[src/rtl/sram_ctrl_pkg.sv]
package sram_ctrl_pkg;

  typedef enum logic [2:0] {
    ST_IDLE,
    ST_RD,
    ST_WR_LOW,
    ST_WR_REC,
    ST_TURN
  } sram_state_t;

  function automatic int unsigned ns_to_cyc(input int unsigned t_ns, input int unsigned per_ns);
    return (t_ns + per_ns - 1) / per_ns;
  endfunction

  function automatic int unsigned umax(input int unsigned a, input int unsigned b);
    return (a > b) ? a : b;
  endfunction

endpackage

[src/rtl/sram_rst_sync.sv]
module sram_rst_sync (
  input  logic clk,
  input  logic rst_n,
  output logic rst_sync_n
);
  logic meta_q;

  always_ff @(posedge clk or negedge rst_n) begin
    if (!rst_n) begin
      meta_q     <= 1'b0;
      rst_sync_n <= 1'b0;
    end else begin
      meta_q     <= 1'b1;
      rst_sync_n <= meta_q;
    end
  end
endmodule

[src/rtl/sram_wait_cnt.sv]
module sram_wait_cnt #(
  parameter int unsigned CNT_W = 4
) (
  input  logic             clk,
  input  logic             rst_n,
  input  logic             load,
  input  logic [CNT_W-1:0] load_val,
  output logic             done
);
  logic [CNT_W-1:0] cnt_q;
  logic [CNT_W-1:0] cnt_d;
  logic             cnt_en;

  always_comb begin
    cnt_en = load || (cnt_q != '0);
    cnt_d  = load ? load_val : (cnt_q - CNT_W'(1));
  end

  always_ff @(posedge clk or negedge rst_n) begin
    if (!rst_n)      cnt_q <= '0;
    else if (cnt_en) cnt_q <= cnt_d;
  end

  assign done = (cnt_q == '0);
endmodule

[src/rtl/sram_page_guard.sv]
module sram_page_guard #(
  parameter int unsigned WORD_BITS = 4
) (
  input  logic [WORD_BITS-1:0] start_word,
  input  logic [WORD_BITS:0]   len,
  output logic                 refuse
);
  localparam int unsigned SUM_W      = WORD_BITS + 2;
  localparam int unsigned PAGE_WORDS = 1 << WORD_BITS;

  logic [SUM_W-1:0] end_excl;

  always_comb begin
    end_excl = SUM_W'(start_word) + SUM_W'(len);
    refuse   = (len == '0) || (end_excl > SUM_W'(PAGE_WORDS));
  end
endmodule

[src/rtl/sram_async_ctrl.sv]
module sram_async_ctrl
  import sram_ctrl_pkg::*;
#(
  parameter int unsigned ADDR_W        = 16,
  parameter int unsigned DATA_W        = 16,
  parameter int unsigned WORD_BITS     = 4,
  parameter int unsigned CLK_PERIOD_NS = 20,
  parameter int unsigned T_RC_NS       = 55,
  parameter int unsigned T_AA_NS       = 55,
  parameter int unsigned T_OE_NS       = 30,
  parameter int unsigned T_WP_NS       = 40,
  parameter int unsigned T_DW_NS       = 35,
  parameter int unsigned T_WC_NS       = 55,
  parameter int unsigned T_HZ_NS       = 20
) (
  input  logic                 clk,
  input  logic                 rst_n,
  input  logic                 req_valid,
  output logic                 req_ready,
  input  logic                 req_write,
  input  logic [ADDR_W-1:0]    req_addr,
  input  logic [DATA_W-1:0]    req_wdata,
  input  logic [1:0]           req_bmask,
  input  logic [WORD_BITS:0]   req_len,
  output logic                 rsp_valid,
  output logic [DATA_W-1:0]    rsp_rdata,
  output logic                 rsp_err,
  output logic                 mem_ce1_n,
  output logic                 mem_ce2,
  output logic                 mem_we_n,
  output logic                 mem_oe_n,
  output logic                 mem_ub_n,
  output logic                 mem_lb_n,
  output logic [ADDR_W-1:0]    mem_addr,
  output logic [DATA_W-1:0]    mem_dq_o,
  output logic                 mem_dq_oe,
  input  logic [DATA_W-1:0]    mem_dq_i
);
  localparam int unsigned HALF_W  = DATA_W / 2;
  localparam int unsigned RD_CYC  = umax(umax(ns_to_cyc(T_RC_NS, CLK_PERIOD_NS),
                                              ns_to_cyc(T_AA_NS, CLK_PERIOD_NS)),
                                         umax(ns_to_cyc(T_OE_NS, CLK_PERIOD_NS), 1));
  localparam int unsigned WP_CYC  = umax(umax(ns_to_cyc(T_WP_NS, CLK_PERIOD_NS),
                                              ns_to_cyc(T_DW_NS, CLK_PERIOD_NS)), 1);
  localparam int unsigned WC_CYC  = ns_to_cyc(T_WC_NS, CLK_PERIOD_NS);
  localparam int unsigned REC_CYC = (WC_CYC > WP_CYC + 1) ? (WC_CYC - WP_CYC) : 1;
  localparam int unsigned TA_CYC  = umax(ns_to_cyc(T_HZ_NS, CLK_PERIOD_NS), 1);
  localparam int unsigned MAX_CYC = umax(umax(RD_CYC, WP_CYC), umax(REC_CYC, TA_CYC));
  localparam int unsigned CNT_W   = $clog2(MAX_CYC + 1);
  localparam logic [CNT_W-1:0] RD_LD  = CNT_W'(RD_CYC - 1);
  localparam logic [CNT_W-1:0] WP_LD  = CNT_W'(WP_CYC - 1);
  localparam logic [CNT_W-1:0] REC_LD = CNT_W'(REC_CYC - 1);
  localparam logic [CNT_W-1:0] TA_LD  = CNT_W'(TA_CYC - 1);

  logic                 rst_i_n;
  sram_state_t          state_q, state_d;
  logic [ADDR_W-1:0]    addr_q;
  logic [DATA_W-1:0]    wdata_q;
  logic [1:0]           mask_q;
  logic [WORD_BITS-1:0] remain_q, remain_d;
  logic [DATA_W-1:0]    rdata_q;
  logic                 rvalid_q, err_q, err_d;
  logic                 take, step, capture;
  logic                 cnt_load, cnt_done;
  logic [CNT_W-1:0]     cnt_val;
  logic                 refuse;
  logic [DATA_W-1:0]    keep_mask;
  logic                 active;

  sram_rst_sync u_rst_sync (
    .clk        (clk),
    .rst_n      (rst_n),
    .rst_sync_n (rst_i_n)
  );

  sram_wait_cnt #(.CNT_W(CNT_W)) u_wait (
    .clk      (clk),
    .rst_n    (rst_i_n),
    .load     (cnt_load),
    .load_val (cnt_val),
    .done     (cnt_done)
  );

  sram_page_guard #(.WORD_BITS(WORD_BITS)) u_guard (
    .start_word (req_addr[WORD_BITS-1:0]),
    .len        (req_len),
    .refuse     (refuse)
  );

  // next-state and control decode
  always_comb begin
    state_d  = state_q;
    remain_d = remain_q;
    cnt_load = 1'b0;
    cnt_val  = '0;
    take     = 1'b0;
    step     = 1'b0;
    capture  = 1'b0;
    err_d    = 1'b0;
    unique case (state_q)
      ST_IDLE: begin
        if (req_valid) begin
          if (req_write) begin
            state_d  = ST_WR_LOW;
            take     = 1'b1;
            remain_d = '0;
            cnt_load = 1'b1;
            cnt_val  = WP_LD;
          end else if (refuse) begin
            err_d = 1'b1;
          end else begin
            state_d  = ST_RD;
            take     = 1'b1;
            remain_d = req_len[WORD_BITS-1:0] - WORD_BITS'(1);
            cnt_load = 1'b1;
            cnt_val  = RD_LD;
          end
        end
      end
      ST_RD: begin
        if (cnt_done) begin
          capture  = 1'b1;
          cnt_load = 1'b1;
          if (remain_q != '0) begin
            step     = 1'b1;
            remain_d = remain_q - WORD_BITS'(1);
            cnt_val  = RD_LD;
          end else begin
            state_d = ST_TURN;
            cnt_val = TA_LD;
          end
        end
      end
      ST_WR_LOW: begin
        if (cnt_done) begin
          state_d  = ST_WR_REC;
          cnt_load = 1'b1;
          cnt_val  = REC_LD;
        end
      end
      ST_WR_REC: if (cnt_done) state_d = ST_IDLE;
      ST_TURN:   if (cnt_done) state_d = ST_IDLE;
      default:   state_d = ST_IDLE;
    endcase
  end

  always_comb begin
    keep_mask = {{HALF_W{mask_q[1]}}, {HALF_W{mask_q[0]}}};
  end

  // registers
  always_ff @(posedge clk or negedge rst_i_n) begin
    if (!rst_i_n) begin
      state_q  <= ST_IDLE;
      addr_q   <= '0;
      wdata_q  <= '0;
      mask_q   <= '0;
      remain_q <= '0;
      rdata_q  <= '0;
      rvalid_q <= 1'b0;
      err_q    <= 1'b0;
    end else begin
      state_q  <= state_d;
      rvalid_q <= capture;
      err_q    <= err_d;
      if (take) begin
        addr_q  <= req_addr;
        wdata_q <= req_wdata;
        mask_q  <= req_bmask;
      end else if (step) begin
        addr_q[WORD_BITS-1:0] <= addr_q[WORD_BITS-1:0] + WORD_BITS'(1);
      end
      if (take || step) remain_q <= remain_d;
      if (capture)      rdata_q  <= mem_dq_i & keep_mask;
    end
  end

  // memory-side and user-side outputs, decoded from registered state
  always_comb begin
    active    = (state_q == ST_RD) || (state_q == ST_WR_LOW) || (state_q == ST_WR_REC);
    mem_ce1_n = !active;
    mem_ce2   = active;
    mem_ub_n  = !(active && mask_q[1]);
    mem_lb_n  = !(active && mask_q[0]);
    mem_we_n  = (state_q != ST_WR_LOW);
    mem_oe_n  = (state_q != ST_RD);
    mem_dq_oe = (state_q == ST_WR_LOW) || (state_q == ST_WR_REC);
    mem_addr  = addr_q;
    mem_dq_o  = wdata_q;
    req_ready = (state_q == ST_IDLE);
    rsp_valid = rvalid_q;
    rsp_rdata = rdata_q;
    rsp_err   = err_q;
  end
endmodule

[config.mk]
export PLATFORM = sky130hd
export DESIGN_NAME = sram_async_ctrl
export DESIGN_NICKNAME = d
export VERILOG_FILES = /design/src/rtl/sram_ctrl_pkg.sv /design/src/rtl/sram_rst_sync.sv /design/src/rtl/sram_wait_cnt.sv /design/src/rtl/sram_page_guard.sv /design/src/rtl/sram_async_ctrl.sv
export SDC_FILE = /design/constraint.sdc
export NUM_CORES = 1
export LEC_CHECK = 0
export ABC_CLOCK_PERIOD_IN_PS = 3700
export CAP_MARGIN = 20
export CORE_MARGIN = 2
export CORE_UTILIZATION = 47
export DETAILED_ROUTE_END_ITERATION = 8
export PLACE_DENSITY = 0.93
export SETUP_SLACK_MARGIN = 0.02
export SYNTH_ARGS = -nofsm -noshare
export SYNTH_HDL_FRONTEND = slang
export SYNTH_HIERARCHICAL = 1
export SYNTH_SLANG_ARGS = --single-unit
[constraint.sdc]
create_clock -name clk -period 3.7 [get_ports clk]
set_input_delay 1.11 -clock clk [delete_from_list [all_inputs] [get_ports clk]]
set_output_delay 1.11 -clock clk [all_outputs]
set_load 0.005 [all_outputs]
* After elaboration in Yosys (flattened, before gate mapping)
Index checks and enable logic that the tools add are counted.
** Cells by class
- Shift-type cells :: 0
- $lt $le $gt $ge :: 1
- Reductions and logical operators :: 22
- Mux-type cells :: 37
- Eq/ne operators :: 13
- Divide/modulo/power cells :: 0
- $mul :: 0
- $add $sub $neg :: 5
- Bitwise operators :: 1
** Operators by type and width (number)
- 4-bit two-way mux :: 7
- 3-bit two-way mux :: 7
- 16-bit bitwise AND :: 1
- 1-bit two-way mux :: 13
- 2-bit two-way mux :: 6
- 3-bit case mux with 4 select lines :: 1
- 6-bit AND reduction :: 2
- 2-bit != test (second input constant) :: 5
- 4-bit case mux with 2 select lines :: 1
- 4-bit by 1-bit subtractor with 4-bit output (second input constant) :: 2
- 4-bit by 5-bit adder with 6-bit output :: 1
- 3-bit by 2-bit == test with 1-bit output (second input constant) :: 2
- 6-bit by 5-bit greater-than comparator with 1-bit output (second input constant) :: 1
- 1-bit logical OR :: 6
- 2-bit nonzero test :: 3
- 5-bit zero test :: 1
- 4-bit by 1-bit adder with 4-bit output (second input constant) :: 1
- 2-bit case mux with 2 select lines :: 1
- 4-bit nonzero test :: 1
- 2-bit OR reduction :: 2
- 3-bit by 1-bit == test with 1-bit output (second input constant) :: 1
- 3-bit == test (second input constant) :: 1
- 1-bit zero test :: 3
- 3-bit zero test :: 1
- 8 further kinds :: 9
** Word-level totals
- Input bits :: 59
- Output and inout bits :: 58
- Logic and storage cells :: 91
- Bits in registers :: 63
- ROM bits :: 0
- Bits in writable memories :: 0
- Latch bits :: 0
- Memories kept :: 0

* Depth between registers and ports, before layout
- Depth after elaboration :: 9
- Depth in mapped cells :: 11

* Cells and area by module
Netlist, hierarchy kept.
** Modules (own cells, without submodules)
- sram_async_ctrl :: cells each 300, area each 2637.5 µm², seq. area each 1476.4 µm², times used 1
- sram_page_guard :: cells each 21, area each 178.9 µm², seq. area each 0.0 µm², times used 1
- sram_wait_cnt :: cells each 12, area each 113.9 µm², seq. area each 50.0 µm², times used 1
- sram_rst_sync :: cells each 3, area each 53.8 µm², seq. area each 50.0 µm², times used 1

* Worst setup path before layout
No wires, ideal clock.
- Path kind :: input -> register
- Start :: in req_addr[0]
- End :: reg u_wait.cnt_q[1]
- Slack :: -0.096 ns
- Cell stages on the path :: 11
- Arrival :: 3.672 ns
- Path through :: ha_1 fa_1 xor2_1 or4_1 a221oi_1 o32ai_1 nand2b_1 nand2_1 a221oi_1 or2b_1 o31a_1
** Between the ends
- Word-level cells in the longest chain between the ends :: 8
- Elaborated cells between the ends (all ways) :: 13
- Those cells by class :: 1 x add/sub; 1 x order compare; 9 x mux; 2 x reduce/logical
** Ends and longest elaborated chain
- start, declared :: RTL line sram_async_ctrl.sv:21 : input logic [ADDR_W-1:0] req_addr,
- 4-bit by 5-bit adder with 6-bit output (*) :: RTL line sram_page_guard.sv:14 : end_excl = SUM_W'(start_word) + SUM_W'(len);
- 6-bit by 5-bit greater-than comparator with 1-bit output (*) :: RTL line sram_page_guard.sv:15 : refuse = (len == '0) || (end_excl > SUM_W'(PAGE_WORDS));
- 1-bit logical OR (*) :: RTL line sram_page_guard.sv:15
- named net refuse :: RTL line sram_async_ctrl.sv:66 : logic refuse;
- 1-bit two-way mux (*) :: RTL line sram_async_ctrl.sv:109 : end else if (refuse) begin
- 1-bit two-way mux (*) :: RTL line sram_async_ctrl.sv:103 : if (req_write) begin
- 1-bit two-way mux (*) :: RTL line sram_async_ctrl.sv:102 : if (req_valid) begin
- 1-bit case mux with 2 select lines (*) :: RTL line sram_async_ctrl.sv:100 : unique case (state_q)
- named net cnt_load :: RTL line sram_async_ctrl.sv:64 : logic cnt_load, cnt_done;
- 2-bit two-way mux or 1-bit logical OR (tied branches) :: RTL line sram_wait_cnt.sv:16, sram_wait_cnt.sv:15
- end signal, assigned :: RTL line sram_wait_cnt.sv:21 : else if (cnt_en) cnt_q <= cnt_d;
- end, declared :: RTL line sram_wait_cnt.sv:10 : logic [CNT_W-1:0] cnt_q;
The timed path passes the listed nets; every way through them passes the cells marked *.
A chain may end at the register's enable or synchronous reset.

* Worst setup path in the final report
- Start :: in req_len[0]
- End :: reg state_q[0]
** Between the ends
- Word-level cells in the longest chain between the ends :: 5
- Elaborated cells between the ends (all ways) :: 6
- Those cells by class :: 1 x add/sub; 1 x order compare; 1 x eq/ne; 3 x reduce/logical
** Ends and longest elaborated chain
- start, declared :: RTL line sram_async_ctrl.sv:24 : input logic [WORD_BITS:0] req_len,
- 4-bit by 5-bit adder with 6-bit output :: RTL line sram_page_guard.sv:14
- 6-bit by 5-bit greater-than comparator with 1-bit output :: RTL line sram_page_guard.sv:15
- 1-bit logical OR (*) :: RTL line sram_page_guard.sv:15
- named net refuse :: RTL line sram_async_ctrl.sv:66
- 3-bit != test (no line) (*)
- 6-bit AND reduction (no line) (*)
- end signal, assigned :: RTL line sram_async_ctrl.sv:163 : state_q <= state_d;
- end, declared :: RTL line sram_async_ctrl.sv:56 : sram_state_t state_q, state_d;
Marks and branches as above.

==> results.txt <==
Die width: 83.68 microns
Worst slew pin tran: 667.3 ps
GRT Resource Usage Total: 0.2304
Post-synthesis register bit count: 63
Area growth syn-to-layout: 53.59%
Outcome: finished clean
Fin crit period: 3528 ps
CTS tree: yes
Util after Layout: 0.7344
TritonCTS buffer count: 9
Final Max Slew Viols: 0
Primary FF master, synth: dfrtp_1
First-pass GRT wire length: 12850 microns
Mapped Nets: 404
Final Setup Violations: 0
Total core area: 6241 sq um
Starting Density: 0.4781
I/O Buffers: 116
Lkg Pwr: 2.128 nW
Share of the synthesized area in the top cell type: 0.5283
RSZ-0062 raised after global routing: false
Hold WC Path Type: reg2async
Setup WS pre-CTS: -514.3 ps
CTS clock-pin slew for the worst setup and hold paths: 70 ps
Kind of end point of the critical path: flop
GRT overflow: 0
Area of the die: 7002 sq um
Rows: 29
Diodes inserted: 0
Fmax achieved: 283.4 MHz
CTS root buffer: clkbuf_8
Hold slack: 251.7 ps
Vias in the first global route: 2829
CTS Sinks: 63
WP data required: 3920 ps
Initial DRC count: 153
Antenna viol nets, final: 0
Critical path fanouts, max: 3
Drt wl/cell: 13.99 microns
Critical path arrival: 3750 ps
Max-cap violations: 0
Initial antenna violation count: 0
Relative slew slack: 0.5489
Commonest cells after routing, fill and taps aside: nand2_1 (131), clkdlybuf4s50_1 (112), dfrtp_1 (62), buf_4 (23), o21ai_0 (20)
Inst Count DP: 536
Gp weighted congestion: 0.8249
CP Buf/Inv Count: 2
Pwr/cell area: 728.3 nW/um^2
Worst Clk Skew: 7.801 ps
CP max stage cell: or4_4
Psw: 1.158 mW
Clk pwr share: 0.172
First drt pass iteration count: 4
Syn. warnings: 6
Cells after synthesis: 336
P_int: 2.180 mW
Most used cell, CP: a21oi_1
Clock Latency Late Sink: 340 ps
Setup CP Type: in2reg
Tot Pwr: 3.338 mW
Vias per Instance: 5.161
Pin count of the biggest net entering global routing: 38
Clock Path Buffers: 2
Layout cell share with drive strength beyond 1: 0.1176
Critical path startpoint category: input pin
Area contributors post-synth: dfrtp_1 (53%), nand2_1 (17%), ha_1 (3.4%), o21ai_0 (3.4%), a21oi_1 (2.0%)
Avg Cell Area, Syn: 8.881 sq um
Commonest non-fill, non-tap cell in the layout: nand2_1
Cell variety after synth: 53
CP cell instances: dlygate4sd2_1 -> ha_2 -> fa_2 -> or4_4 -> a221oi_2 -> o32ai_2 -> nand2b_1 -> buf_4 -> a21oi_1 -> a21oi_1 -> mux2_2
Sequential fraction of the synthesis area: 0.5283
Routed via count: 2854
Switching part of the total: 0.3469
Maximum vdd ir drop: 0.3800 mV
Sequential share of power: 0.365
Logic gate share of total power: 0.463
H-tree lvl count: 3
IO Count: 117
EDFF count, synth: 0
Endpoints failing hold: 0
Yosys top cell by area: dfrtp_1
Cell Area, Synth: 2984 sq um
Die height: 83.68 microns
Delay of the slowest cell on the worst path: 530 ps
Routed WL: 7736 microns
CP delay by family, top: simple AND/OR/NAND/NOR gates
Final WS setup: 171.7 ps
Nets: 539
Post-Layout Cell Count: 553
DRC Markers: 0
Asr flop ratio synth: 1.000
Post-DP HPWL: 5861 microns
Final period util: 0.9536
==> metrics by stage <==
step	setup TNS, ps	cell area (sq um)
floorplan	0	3002
global placement	-9914	4370
detailed placement	-14540	4370
CTS	0	4583
global route	0	4583
finish	0	4583
==> cells by family (layout without fill, tap and decap cells) <==
group | Yosys count | count (layout) | synth area share
simple gates | 177 | 177 | 0.2558
other cells | 1 | 1 | 0.001257
fa+ha+maj | 9 | 9 | 0.04025
flops | 63 | 63 | 0.5283
mux | 2 | 2 | 0.007128
xor+xnor | 4 | 4 | 0.01174
compound gates | 53 | 53 | 0.1166
buf+inv | 27 | 167 | 0.03899
==> worst register-to-register path, cell delays in order, from the launching register on <==
cell	delay (ps)
dfrtp_1	380
inv_1	100
ha_1	210
or3b_2	510
a22oi_2	380
buf_4	190
nor2_1	40
o32a_1	160
==> synthesized netlist by cell type (2+ instances only) <==
master and number:
nand2_1 132, dfrtp_1 63, o21ai_0 20, nor2_1 13, a21oi_1 12, inv_1 11, clkbuf_1 8, ha_1 8
nor3_1 8, a221o_1 4, buf_4 3, nand3_1 3, a221oi_1 2, and2_1 2, buf_1 2, buf_2 2
nand2b_1 2, nand4_1 2, nor3b_1 2, o31a_1 2, xnor2_1 2, xor2_1 2
==> registers in the layout, summed over array words and instances (netlist names) <==
| signal | cells |
|---|---|
| rsp_valid | 1 |
| mem_dq_o | 16 |
| u_rst_sync/meta_q | 1 |
| u_wait/cnt_q | 2 |
| mask_q | 2 |
| remain_q | 4 |
| u_rst_sync/rst_sync_n | 1 |
| rsp_rdata | 16 |
| mem_addr | 16 |
| rsp_err | 1 |
| state_q | 3 |
==> worst paths after layout <==
check	depth (start not counted)	slack, ps	to	start
max in group asynchronous	1	2570	rsp_rdata[10]$_DFFE_PN0P_	u_rst_sync/rst_sync_n$_DFF_PN0_
min in group clk	0	360	u_rst_sync/rst_sync_n$_DFF_PN0_	u_rst_sync/meta_q$_DFF_PN0_
max reg2reg	7	1630	remain_q[3]$_DFFE_PN0P_	remain_q[0]$_DFFE_PN0P_
max	11	170	state_q[0]$_DFFE_PN0P_	req_len[0]
min reg2reg	0	250	mem_addr[8]$_DFFE_PN0P_	u_rst_sync/rst_sync_n$_DFF_PN0_
min	0	250	mem_addr[8]$_DFFE_PN0P_	u_rst_sync/rst_sync_n$_DFF_PN0_
==> power by group through the flow <==
stage,Sequential (mW),Clock (mW),Combinational [mW]
2_1_floorplan,1.18,0,0.738
3_3_place_gp,1.21,0,1.49
3_5_place_dp,1.23,0,1.55
4_1_cts,1.22,0.587,1.56
5_1_grt,1.26,0.620,1.72
6_report,1.22,0.574,1.54
==> layout make-up <==
class / count / area, sq um
sequential: 63 / 1578
clock inverter: 2 / 13.76
inverter: 11 / 41.29
multi-input combinational: 246 / 1323
fill: 446 / 1658
clock buffer: 14 / 182.7
tap: 77 / 96.34
timing repair buffer: 140 / 1349
==> repair_timing <==
action / 4_1_cts / 5_1_grt
setup endpoints to repair: 13 / 2
hold buffers: 0 / 0
resized for setup: 7 / 0
pin swaps: 4 / 2
buffers inserted: 1 / 0
==> metal layers <==
metal	part of all wire	track usage	vias to the layer above
li1	-	-	1385
met1	0.42	0.2796	1342
met3	0.060	0.05836	18
met5	0	0	-
met4	0.024	0.08944	0
met2	0.50	0.3942	109
(Power assumes the default switching activity.)
